<file path="config.mk">
export PLATFORM = sky130hd
export DESIGN_NAME = crt_sync_timing_gen
export DESIGN_NICKNAME = d
export VERILOG_FILES = /design/src/rtl/crt_sync_pkg.sv /design/src/rtl/crt_sync_field_unpack.sv /design/src/rtl/crt_sync_axis_clamp.sv /design/src/rtl/crt_sync_raster.sv /design/src/rtl/crt_sync_timing_gen.sv
export SDC_FILE = /design/constraint.sdc
export NUM_CORES = 1
export LEC_CHECK = 0
export ABC_AREA = 0
export BUFFER_PORTS_ARGS = -buffer_cell sky130_fd_sc_hd__buf_2
export CORE_AREA = 2 2 509 309
export DETAILED_ROUTE_END_ITERATION = 16
export DIE_AREA = 0 0 511 311
export HOLD_SLACK_MARGIN = 0.15
export PLACE_DENSITY = 0.57
export SLEW_MARGIN = 20
export SYNTH_ARGS = -nofsm -noshare
export SYNTH_HDL_FRONTEND = slang
export SYNTH_SLANG_ARGS = --single-unit
</file>
<file path="constraint.sdc">
create_clock -name clk -period 163.2 [get_ports clk]
set_input_delay 32.64 -clock clk [delete_from_list [all_inputs] [get_ports clk]]
set_output_delay 32.64 -clock clk [all_outputs]
set_load 0.05 [all_outputs]
</file>
<file path="src/rtl/crt_sync_pkg.sv">
package crt_sync_pkg;

  localparam int unsigned NBYTES     = 8;
  localparam int unsigned PARAM_BITS = NBYTES * 8;
  localparam int unsigned HCW        = 10;  // character counter width
  localparam int unsigned VCW        = 11;  // line counter width
  localparam int unsigned PORCHW     = 6;
  localparam int unsigned SYNCW      = 5;

  typedef struct packed {
    logic [HCW-1:0]    h_act;
    logic [HCW-1:0]    h_tot;
    logic [VCW-1:0]    v_act;
    logic [VCW-1:0]    v_tot;
    logic [PORCHW-1:0] v_front;
    logic [SYNCW-1:0]  v_sync;
  } frame_cfg_t;

  // Active count rescaled to a clamped total: floor(limit * act / tot).
  function automatic logic [31:0] rescale_active(input logic [31:0] act,
                                                 input logic [31:0] tot,
                                                 input logic [31:0] limit);
    logic [31:0] prod;
    prod = limit * act;
    return (tot == 32'd0) ? act : prod / tot;
  endfunction

endpackage

</file>
<file path="src/rtl/crt_sync_field_unpack.sv">
module crt_sync_field_unpack
  import crt_sync_pkg::*;
(
  input  logic [PARAM_BITS-1:0] sync_params,
  output logic [HCW-1:0]        h_act_raw,
  output logic [HCW-1:0]        h_tot_raw,
  output logic [VCW-1:0]        v_act_raw,
  output logic [VCW-1:0]        v_tot_raw,
  output logic [PORCHW-1:0]     v_front,
  output logic [SYNCW-1:0]      v_sync
);

  logic [7:0]     pb [NBYTES];
  logic [15:0]    hword;
  logic [15:0]    vword;
  logic [HCW-1:0] h_blank;
  logic [VCW-1:0] v_blank_sum;
  logic [VCW-1:0] v_blank;
  logic           unused_bits;

  for (genvar k = 0; k < NBYTES; k++) begin : g_bytes
    assign pb[k] = sync_params[8*k +: 8];
  end

  assign hword = {pb[3], pb[2]};
  assign vword = {pb[7], pb[6]};

  always_comb begin
    h_act_raw   = HCW'(pb[1]) + HCW'(2);
    h_blank     = HCW'(hword[4:0]) + HCW'(hword[15:10]) + HCW'(pb[4][5:0]) + HCW'(3);
    h_tot_raw   = h_act_raw + h_blank;
    v_act_raw   = (vword[9:0] == 10'd0) ? VCW'(1024) : VCW'(vword[9:0]);
    v_blank_sum = VCW'(hword[9:5]) + VCW'(pb[5][5:0]) + VCW'(vword[15:10]);
    v_blank     = (v_blank_sum == '0) ? VCW'(1) : v_blank_sum;
    v_tot_raw   = v_act_raw + v_blank;
    v_front     = pb[5][5:0];
    v_sync      = hword[9:5];
  end

  assign unused_bits = ^{pb[0], pb[4][7:6], pb[5][7:6]};

endmodule

</file>
<file path="src/rtl/crt_sync_axis_clamp.sv">
module crt_sync_axis_clamp
  import crt_sync_pkg::*;
#(
  parameter int unsigned W       = 10,
  parameter int unsigned LO_MIN  = 104,
  parameter int unsigned LO_MAX  = 120,
  parameter int unsigned MID_MIN = 100,
  parameter int unsigned MID_MAX = 112
) (
  input  logic         clk,
  input  logic         rst_n,
  input  logic         mode_mid,
  input  logic [W-1:0] act_in,
  input  logic [W-1:0] tot_in,
  output logic [W-1:0] act_out,
  output logic [W-1:0] tot_out
);

  logic [W-1:0] lim_min;
  logic [W-1:0] lim_max;
  logic         too_small;
  logic         too_large;
  logic [W-1:0] target;

  always_comb begin
    lim_min   = mode_mid ? W'(MID_MIN) : W'(LO_MIN);
    lim_max   = mode_mid ? W'(MID_MAX) : W'(LO_MAX);
    too_small = tot_in < lim_min;
    too_large = tot_in > lim_max;
    target    = too_small ? lim_min : (too_large ? lim_max : tot_in);
    tot_out   = target;
    if (too_small || too_large)
      act_out = W'(rescale_active(32'(act_in), 32'(tot_in), 32'(target)));
    else
      act_out = act_in;
  end

  // for the horizontal instance, R6 for the vertical one
  assert_total_in_window_R5_R6: assert property (@(posedge clk) disable iff (!rst_n)
    (tot_out >= lim_min) && (tot_out <= lim_max));

  // a rescaled active count never exceeds the total it belongs to
  assert_scaled_fits_R7: assert property (@(posedge clk) disable iff (!rst_n)
    act_out <= tot_out);

endmodule

</file>
<file path="src/rtl/crt_sync_raster.sv">
module crt_sync_raster
  import crt_sync_pkg::*;
(
  input  logic           clk,
  input  logic           rst_n,
  input  frame_cfg_t     cfg_next,
  output logic [HCW-1:0] char_idx,
  output logic [VCW-1:0] line_idx,
  output logic           hblank,
  output logic           vblank,
  output logic           vsync,
  output logic           active,
  output logic           frame_start
);

  localparam int unsigned VSW = VCW + 1;

  frame_cfg_t     cfg_q;
  frame_cfg_t     cfg_cur;
  logic           primed;
  logic [HCW-1:0] char_q;
  logic [VCW-1:0] line_q;
  logic           line_end;
  logic           frame_wrap;
  logic           load_cfg;
  logic [VSW-1:0] vs_begin;
  logic [VSW-1:0] vs_stop;

  assign cfg_cur    = primed ? cfg_q : cfg_next;
  assign line_end   = (char_q == cfg_cur.h_tot - HCW'(1));
  assign frame_wrap = line_end && (line_q == cfg_cur.v_tot - VCW'(1));
  assign load_cfg   = !primed || frame_wrap;

  always_ff @(posedge clk or negedge rst_n) begin
    if (!rst_n) begin
      primed <= 1'b0;
      cfg_q  <= '0;
      char_q <= '0;
      line_q <= '0;
    end else begin
      primed <= 1'b1;
      if (load_cfg) cfg_q <= cfg_next;
      if (line_end) begin
        char_q <= '0;
        line_q <= frame_wrap ? '0 : line_q + VCW'(1);
      end else begin
        char_q <= char_q + HCW'(1);
      end
    end
  end

  always_comb begin
    vs_begin    = VSW'(cfg_cur.v_act) + VSW'(cfg_cur.v_front);
    vs_stop     = vs_begin + VSW'(cfg_cur.v_sync);
    hblank      = char_q >= cfg_cur.h_act;
    vblank      = line_q >= cfg_cur.v_act;
    vsync       = (VSW'(line_q) >= vs_begin) && (VSW'(line_q) < vs_stop);
    active      = !hblank && !vblank;
    frame_start = (char_q == '0) && (line_q == '0);
    char_idx    = char_q;
    line_idx    = line_q;
  end

  assert_char_below_total_R2: assert property (@(posedge clk) disable iff (!rst_n)
    char_q < cfg_cur.h_tot);

  assert_line_below_total_R4: assert property (@(posedge clk) disable iff (!rst_n)
    line_q < cfg_cur.v_tot);

  assert_wrap_starts_frame_R11: assert property (@(posedge clk) disable iff (!rst_n)
    frame_wrap |=> frame_start);

  assert_cfg_held_in_frame_R10: assert property (@(posedge clk) disable iff (!rst_n)
    !load_cfg |=> $stable(cfg_q));

  assert_sync_inside_blank_R9: assert property (@(posedge clk) disable iff (!rst_n)
    vsync |-> vblank);

endmodule

</file>
<file path="src/rtl/crt_sync_timing_gen.sv">
module crt_sync_timing_gen
  import crt_sync_pkg::*;
#(
  parameter int unsigned LO_HMIN  = 104,
  parameter int unsigned LO_HMAX  = 120,
  parameter int unsigned LO_VMIN  = 200,
  parameter int unsigned LO_VMAX  = 300,
  parameter int unsigned MID_HMIN = 100,
  parameter int unsigned MID_HMAX = 112,
  parameter int unsigned MID_VMIN = 400,
  parameter int unsigned MID_VMAX = 575
) (
  input  logic                  clk,
  input  logic                  rst_n,
  input  logic                  mode_mid,
  input  logic [PARAM_BITS-1:0] sync_params,
  output logic                  hblank,
  output logic                  vblank,
  output logic                  vsync,
  output logic                  active,
  output logic                  frame_start,
  output logic [HCW-1:0]        char_idx,
  output logic [VCW-1:0]        line_idx
);

  logic [HCW-1:0]    h_act_raw, h_tot_raw, h_act_fit, h_tot_fit;
  logic [VCW-1:0]    v_act_raw, v_tot_raw, v_act_fit, v_tot_fit;
  logic [PORCHW-1:0] v_front;
  logic [SYNCW-1:0]  v_sync;
  frame_cfg_t        cfg_next;

  crt_sync_field_unpack u_unpack (
    .sync_params (sync_params),
    .h_act_raw   (h_act_raw),
    .h_tot_raw   (h_tot_raw),
    .v_act_raw   (v_act_raw),
    .v_tot_raw   (v_tot_raw),
    .v_front     (v_front),
    .v_sync      (v_sync)
  );

  crt_sync_axis_clamp #(
    .W(HCW), .LO_MIN(LO_HMIN), .LO_MAX(LO_HMAX), .MID_MIN(MID_HMIN), .MID_MAX(MID_HMAX)
  ) u_hclamp (
    .clk      (clk),
    .rst_n    (rst_n),
    .mode_mid (mode_mid),
    .act_in   (h_act_raw),
    .tot_in   (h_tot_raw),
    .act_out  (h_act_fit),
    .tot_out  (h_tot_fit)
  );

  crt_sync_axis_clamp #(
    .W(VCW), .LO_MIN(LO_VMIN), .LO_MAX(LO_VMAX), .MID_MIN(MID_VMIN), .MID_MAX(MID_VMAX)
  ) u_vclamp (
    .clk      (clk),
    .rst_n    (rst_n),
    .mode_mid (mode_mid),
    .act_in   (v_act_raw),
    .tot_in   (v_tot_raw),
    .act_out  (v_act_fit),
    .tot_out  (v_tot_fit)
  );

  always_comb begin
    cfg_next.h_act   = h_act_fit;
    cfg_next.h_tot   = h_tot_fit;
    cfg_next.v_act   = v_act_fit;
    cfg_next.v_tot   = v_tot_fit;
    cfg_next.v_front = v_front;
    cfg_next.v_sync  = v_sync;
  end

  crt_sync_raster u_raster (
    .clk         (clk),
    .rst_n       (rst_n),
    .cfg_next    (cfg_next),
    .char_idx    (char_idx),
    .line_idx    (line_idx),
    .hblank      (hblank),
    .vblank      (vblank),
    .vsync       (vsync),
    .active      (active),
    .frame_start (frame_start)
  );

endmodule

</file>
==> impl_metrics.xml <==
<?xml version="1.0" encoding="UTF-8"?>
<metrics>
  <group name="yosys">
    <metric name="synth-async-reset-ratio" unit="%">100</metric>
    <metric name="yosys_warnings" unit="">0</metric>
    <metric name="synth_sequential_area_ratio" unit="%">3.50</metric>
    <metric name="synthesis.instances" unit="">7322</metric>
    <metric name="synth_edf_count" unit="">0</metric>
    <metric name="synth_top_flop_cell" unit="">sky130_fd_sc_hd__dfrtp_1</metric>
    <metric name="synth.top_cells.by_area" unit="">sky130_fd_sc_hd__ha_1 (18%), sky130_fd_sc_hd__o21a_1 (5.7%), sky130_fd_sc_hd__fa_1 (5.6%)</metric>
    <metric name="yosys_register_bits" unit="">75</metric>
    <metric name="synthDominantCellAreaShare" unit="%">18.2</metric>
    <metric name="synth_area" unit="sq um">53700</metric>
    <metric name="yosys.cell_types.count" unit="">157</metric>
    <metric name="synth_top_area_cell" unit="">sky130_fd_sc_hd__ha_1</metric>
    <metric name="synthesis.area_per_instance" unit="sq um">7.33</metric>
  </group>
  <group name="route">
    <metric name="antenna_violating_nets_post_route" unit="">0</metric>
    <metric name="dr.pass1.iters" unit="">6</metric>
    <metric name="dr.first_iter.drc_count" unit="">5632</metric>
    <metric name="total_wire_length" unit="mm">181</metric>
    <metric name="wl_per_cell" unit="um">18.9</metric>
    <metric name="final_routed_drc_violation_total" unit="">0</metric>
    <metric name="via_count" unit="">56900</metric>
    <metric name="vias_per_cell" unit="">5.92</metric>
  </group>
  <group name="placed_design">
    <metric name="dp_hpwl" unit="mm">148</metric>
    <metric name="dpl.cell_count" unit="">9513</metric>
    <metric name="port_buffers" unit="">80</metric>
    <metric name="gp_routability_congestion" unit="">0.942</metric>
  </group>
  <group name="timing">
    <metric name="hold_violations" unit="">0</metric>
    <metric name="maxSlewHeadroom" unit="%">25.9</metric>
    <metric name="clock.fmax" unit="MHz">6.35</metric>
    <metric name="final_period_utilization" unit="%">96.5</metric>
    <metric name="total_neg_setup_slack" unit="ns">0</metric>
    <metric name="final-max-slew-violation-count" unit="">0</metric>
    <metric name="finalWorstPathRequiredPeriod" unit="ns">157.50</metric>
    <metric name="tightest_slew" unit="ns">1.10</metric>
    <metric name="skew_final" unit="ns">0.0116</metric>
    <metric name="total_setup_violations_reported_at_the_end_of_the_flow" unit="">0</metric>
  </group>
  <group name="cts">
    <metric name="cts_buffers" unit="">9</metric>
    <metric name="ctsHtreeMaxLevel" unit="">3</metric>
    <metric name="clk_path_buf_depth" unit="">2</metric>
    <metric name="cts.hold.buffers_added" unit="">0</metric>
    <metric name="root_buffer_selected_by_cts" unit="">sky130_fd_sc_hd__clkbuf_16</metric>
    <metric name="number_of_sinks_driven_by_the_clock_tree" unit="">75</metric>
    <metric name="worst_setup_hold_path_clk_slew" unit="ns">0.06</metric>
    <metric name="clock_insertion_delay_worst_skew" unit="ns">0.34</metric>
    <metric name="clock_tree_from_tritoncts" unit="">done</metric>
  </group>
  <group name="worst_setup_path">
    <metric name="critical_path.reg2reg.endpoint" unit="">u_raster.cfg_q[37]</metric>
    <metric name="r2r.worst_path.cells" unit="">16</metric>
    <metric name="critical_path_arrival" unit="ns">124.86</metric>
    <metric name="timing.critical_path.to_type" unit="">primary output</metric>
    <metric name="r2r_start" unit="">u_raster.primed</metric>
    <metric name="timing.setup.critical_path_class" unit="">input pin to primary output</metric>
    <metric name="critical-path-slowest-cell" unit="">sky130_fd_sc_hd__or4_1</metric>
    <metric name="timing.reg2reg.setup_slack" unit="ns">158.36</metric>
    <metric name="cp_common_cell" unit="">sky130_fd_sc_hd__o21a_1</metric>
    <metric name="timing.critical_path.slowest_cell_delay" unit="ns">0.55</metric>
    <metric name="timing.critical_path.from_type" unit="">input pin</metric>
    <metric name="critical-path-top-delay-family" unit="">compound AO/OA/AOI/OAI gates</metric>
    <metric name="critical_path_peak_fanout" unit="">21</metric>
    <metric name="worstPathBufferInverterCount" unit="">32</metric>
    <metric name="crit_required" unit="ns">130.56</metric>
    <metric name="cell_depth_of_the_worst_setup_path" unit="">489</metric>
  </group>
  <group name="global_route">
    <metric name="first_pass_grt_wire_length" unit="mm">286</metric>
    <metric name="grt_max_degree" unit="">76</metric>
    <metric name="via_count_of_the_first_global_routing_pass" unit="">51200</metric>
    <metric name="global_route.overflow_total" unit="">0</metric>
    <metric name="antenna_found_initial" unit="">3</metric>
    <metric name="gr-usage-all-layers" unit="%">21.6</metric>
  </group>
  <group name="die">
    <metric name="fp.coreArea" unit="sq um">154000</metric>
    <metric name="die_width" unit="um">511</metric>
    <metric name="io-pin-count" unit="">93</metric>
    <metric name="initial_core_util" unit="%">34.8</metric>
    <metric name="die_y" unit="um">311</metric>
    <metric name="die_area" unit="sq um">159000</metric>
    <metric name="rows" unit="">112</metric>
  </group>
  <group name="worst_hold_path">
    <metric name="hold_class" unit="">flop to flop</metric>
    <metric name="hold_path.startpoint" unit="">u_raster.cfg_q[38]</metric>
    <metric name="cell_depth_of_the_worst_min_delay_path" unit="">1</metric>
    <metric name="min_delay_worst_endpoint" unit="">u_raster.cfg_q[38]</metric>
  </group>
  <group name="layout">
    <metric name="post_layout_nonfiller_instances" unit="">9604</metric>
    <metric name="n_fill_cell" unit="">16000</metric>
    <metric name="syn2layout_area_growth" unit="%">10.2</metric>
    <metric name="nets" unit="">8542</metric>
    <metric name="layout-drive-gt1-share" unit="%">13.2</metric>
  </group>
  <group name="outcome">
    <metric name="outcome" unit="">finished clean</metric>
  </group>
  <group name="run">
    <metric name="timing.max_cap.violations" unit="">0</metric>
  </group>
</metrics>
==> what timing repair did <==
action                                  in CTS  in global routing
gates resized for setup                      0                196
endpoints found under the setup margin       0                  4
hold endpoints to repair                     0                  0
setup buffers                                0                 68
==> through the flow <==
| stage | area (sq um) | hold WS (ns) | setup slack (ns) | util, % |
|---|---|---|---|---|
| final | 59200 | 0.469 | 5.70 | 38.4 |
| after global routing | 59200 | 0.511 | -0.290 | 38.4 |
| after CTS | 57800 | 0.476 | 0.0807 | 37.4 |
| after detailed placement | 57500 | 0.460 | 0.736 | 37.2 |
| after global placement | 57500 | 0.446 | 1.73 | 37.2 |
| after floorplan | 53900 | 0.425 | 1.75 | - |
==> kinds of logic after synthesis <==
kind of cell	count (synthesis)	share of synthesized area, %
simple gates	2968	28.3
fa+ha+maj	934	23.8
buf+inv	537	4.16
mux	255	5.23
other cells	2	0.0140
xor+xnor	383	6.31
flops	75	3.50
compound gates	2168	28.7
==> cell usage after synthesis, types with 75 or more instances <==
cell / n
sky130_fd_sc_hd__nand4_1: 88
sky130_fd_sc_hd__mux2i_1: 81
sky130_fd_sc_hd__xnor2_1: 244
sky130_fd_sc_hd__and2_1: 123
sky130_fd_sc_hd__nor2_1: 723
sky130_fd_sc_hd__xor2_1: 135
sky130_fd_sc_hd__or2_2: 115
sky130_fd_sc_hd__mux2_2: 161
sky130_fd_sc_hd__dfrtp_1: 75
sky130_fd_sc_hd__clkbuf_1: 130
sky130_fd_sc_hd__nor3_1: 512
sky130_fd_sc_hd__a21o_1: 153
sky130_fd_sc_hd__inv_1: 333
sky130_fd_sc_hd__nand3_1: 182
sky130_fd_sc_hd__fa_1: 149
sky130_fd_sc_hd__ha_1: 782
sky130_fd_sc_hd__nand2_1: 602
sky130_fd_sc_hd__nand2b_1: 86
sky130_fd_sc_hd__o21a_1: 411
sky130_fd_sc_hd__o21ai_0: 276
sky130_fd_sc_hd__o31ai_1: 169
sky130_fd_sc_hd__and3_1: 85
sky130_fd_sc_hd__a21oi_1: 429
==> sequential cells by signal, indices dropped and copies added (netlist names) <==
signal and count:
u_raster.primed 1, u_raster.line_idx 11, u_raster.cfg_q 53, u_raster.char_idx 10
==> routing by layer <==
| layer | share of wire (%) | wire (um) | global-route usage (%) | vias to the layer above |
|---|---|---|---|---|
| li1 | - | - | - | 27900 |
| met1 | 56 | 102000 | 37.8 | 26900 |
| met2 | 34 | 62100 | 26.6 | 1934 |
| met3 | 8.4 | 15300 | 3.09 | 110 |
| met4 | 0.83 | 1510 | 2.02 | 2 |
| met5 | 0.051 | 92 | 0.417 | - |
==> cell type report <==
class,instances,area [sq um],share of cell area [%]
repair buffers,345,2460,4.16
well taps,2052,2570,4.34
flip-flops and latches,75,1880,3.18
clock inverters,7,76.3,0.129
clock buffers,9,225,0.381
inverters,338,1280,2.16
multi-input cells,6775,50700,85.6
diodes,3,7.51,0.0127
==> cells in the final DEF (no fill, tap or decap), types with 28 or more instances in the layout <==
master / instances
sky130_fd_sc_hd__and2_1: 122
sky130_fd_sc_hd__inv_1: 332
sky130_fd_sc_hd__o22ai_1: 32
sky130_fd_sc_hd__o211ai_1: 63
sky130_fd_sc_hd__buf_4: 259
sky130_fd_sc_hd__and3_1: 83
sky130_fd_sc_hd__nand2_1: 589
sky130_fd_sc_hd__nor4_1: 60
sky130_fd_sc_hd__conb_1: 64
sky130_fd_sc_hd__o21a_1: 409
sky130_fd_sc_hd__xor2_1: 132
sky130_fd_sc_hd__o21ai_0: 265
sky130_fd_sc_hd__a211o_1: 31
sky130_fd_sc_hd__a21o_1: 153
sky130_fd_sc_hd__buf_2: 78
sky130_fd_sc_hd__a21oi_1: 398
sky130_fd_sc_hd__nand2b_1: 85
sky130_fd_sc_hd__dfrtp_1: 74
sky130_fd_sc_hd__nand3_1: 181
sky130_fd_sc_hd__o31ai_1: 166
sky130_fd_sc_hd__a31oi_1: 58
sky130_fd_sc_hd__nor3_1: 505
sky130_fd_sc_hd__nor2_1: 697
sky130_fd_sc_hd__or4_1: 28
sky130_fd_sc_hd__o21ai_1: 37
sky130_fd_sc_hd__or3_1: 71
sky130_fd_sc_hd__ha_1: 781
sky130_fd_sc_hd__nand4_1: 88
sky130_fd_sc_hd__mux2i_1: 76
sky130_fd_sc_hd__or2_2: 115
sky130_fd_sc_hd__mux2_2: 161
sky130_fd_sc_hd__xnor2_1: 239
sky130_fd_sc_hd__a211oi_1: 60
sky130_fd_sc_hd__fa_1: 148
sky130_fd_sc_hd__a21oi_2: 30
sky130_fd_sc_hd__nor2b_1: 64
sky130_fd_sc_hd__o21bai_1: 32
==> worst register-to-register path, cell delays in order, from the launching register on <==
cell	delay (ns)
sky130_fd_sc_hd__dfrtp_4	0.69
sky130_fd_sc_hd__buf_4	0.57
sky130_fd_sc_hd__nor3_1	0.16
sky130_fd_sc_hd__a21oi_1	0.35
sky130_fd_sc_hd__ha_1	0.27
sky130_fd_sc_hd__o21ai_0	0.15
sky130_fd_sc_hd__nand2b_1	0.20
sky130_fd_sc_hd__nor3b_1	0.24
sky130_fd_sc_hd__nand2_1	0.12
sky130_fd_sc_hd__a21oi_1	0.13
sky130_fd_sc_hd__o21ai_0	0.10
sky130_fd_sc_hd__o31ai_1	0.10
sky130_fd_sc_hd__nand2_1	0.11
sky130_fd_sc_hd__nor2_1	0.69
sky130_fd_sc_hd__nor2b_4	0.05
sky130_fd_sc_hd__buf_4	0.40
sky130_fd_sc_hd__mux2_2	0.40
==> worst max-delay path by stage <==
| stage | startpoint | endpoint |
|---|---|---|
| floorplan | sync_params[21] | vsync |
| global placement | sync_params[21] | vsync |
| detailed placement | sync_params[21] | vsync |
| CTS | sync_params[21] | vsync |
| global route | sync_params[21] | vsync |
| finish | sync_params[21] | vsync |
Power is left out: the tool's default activity adds up to more than one toggle a clock period on the data nets, which glitch-free logic cannot reach.
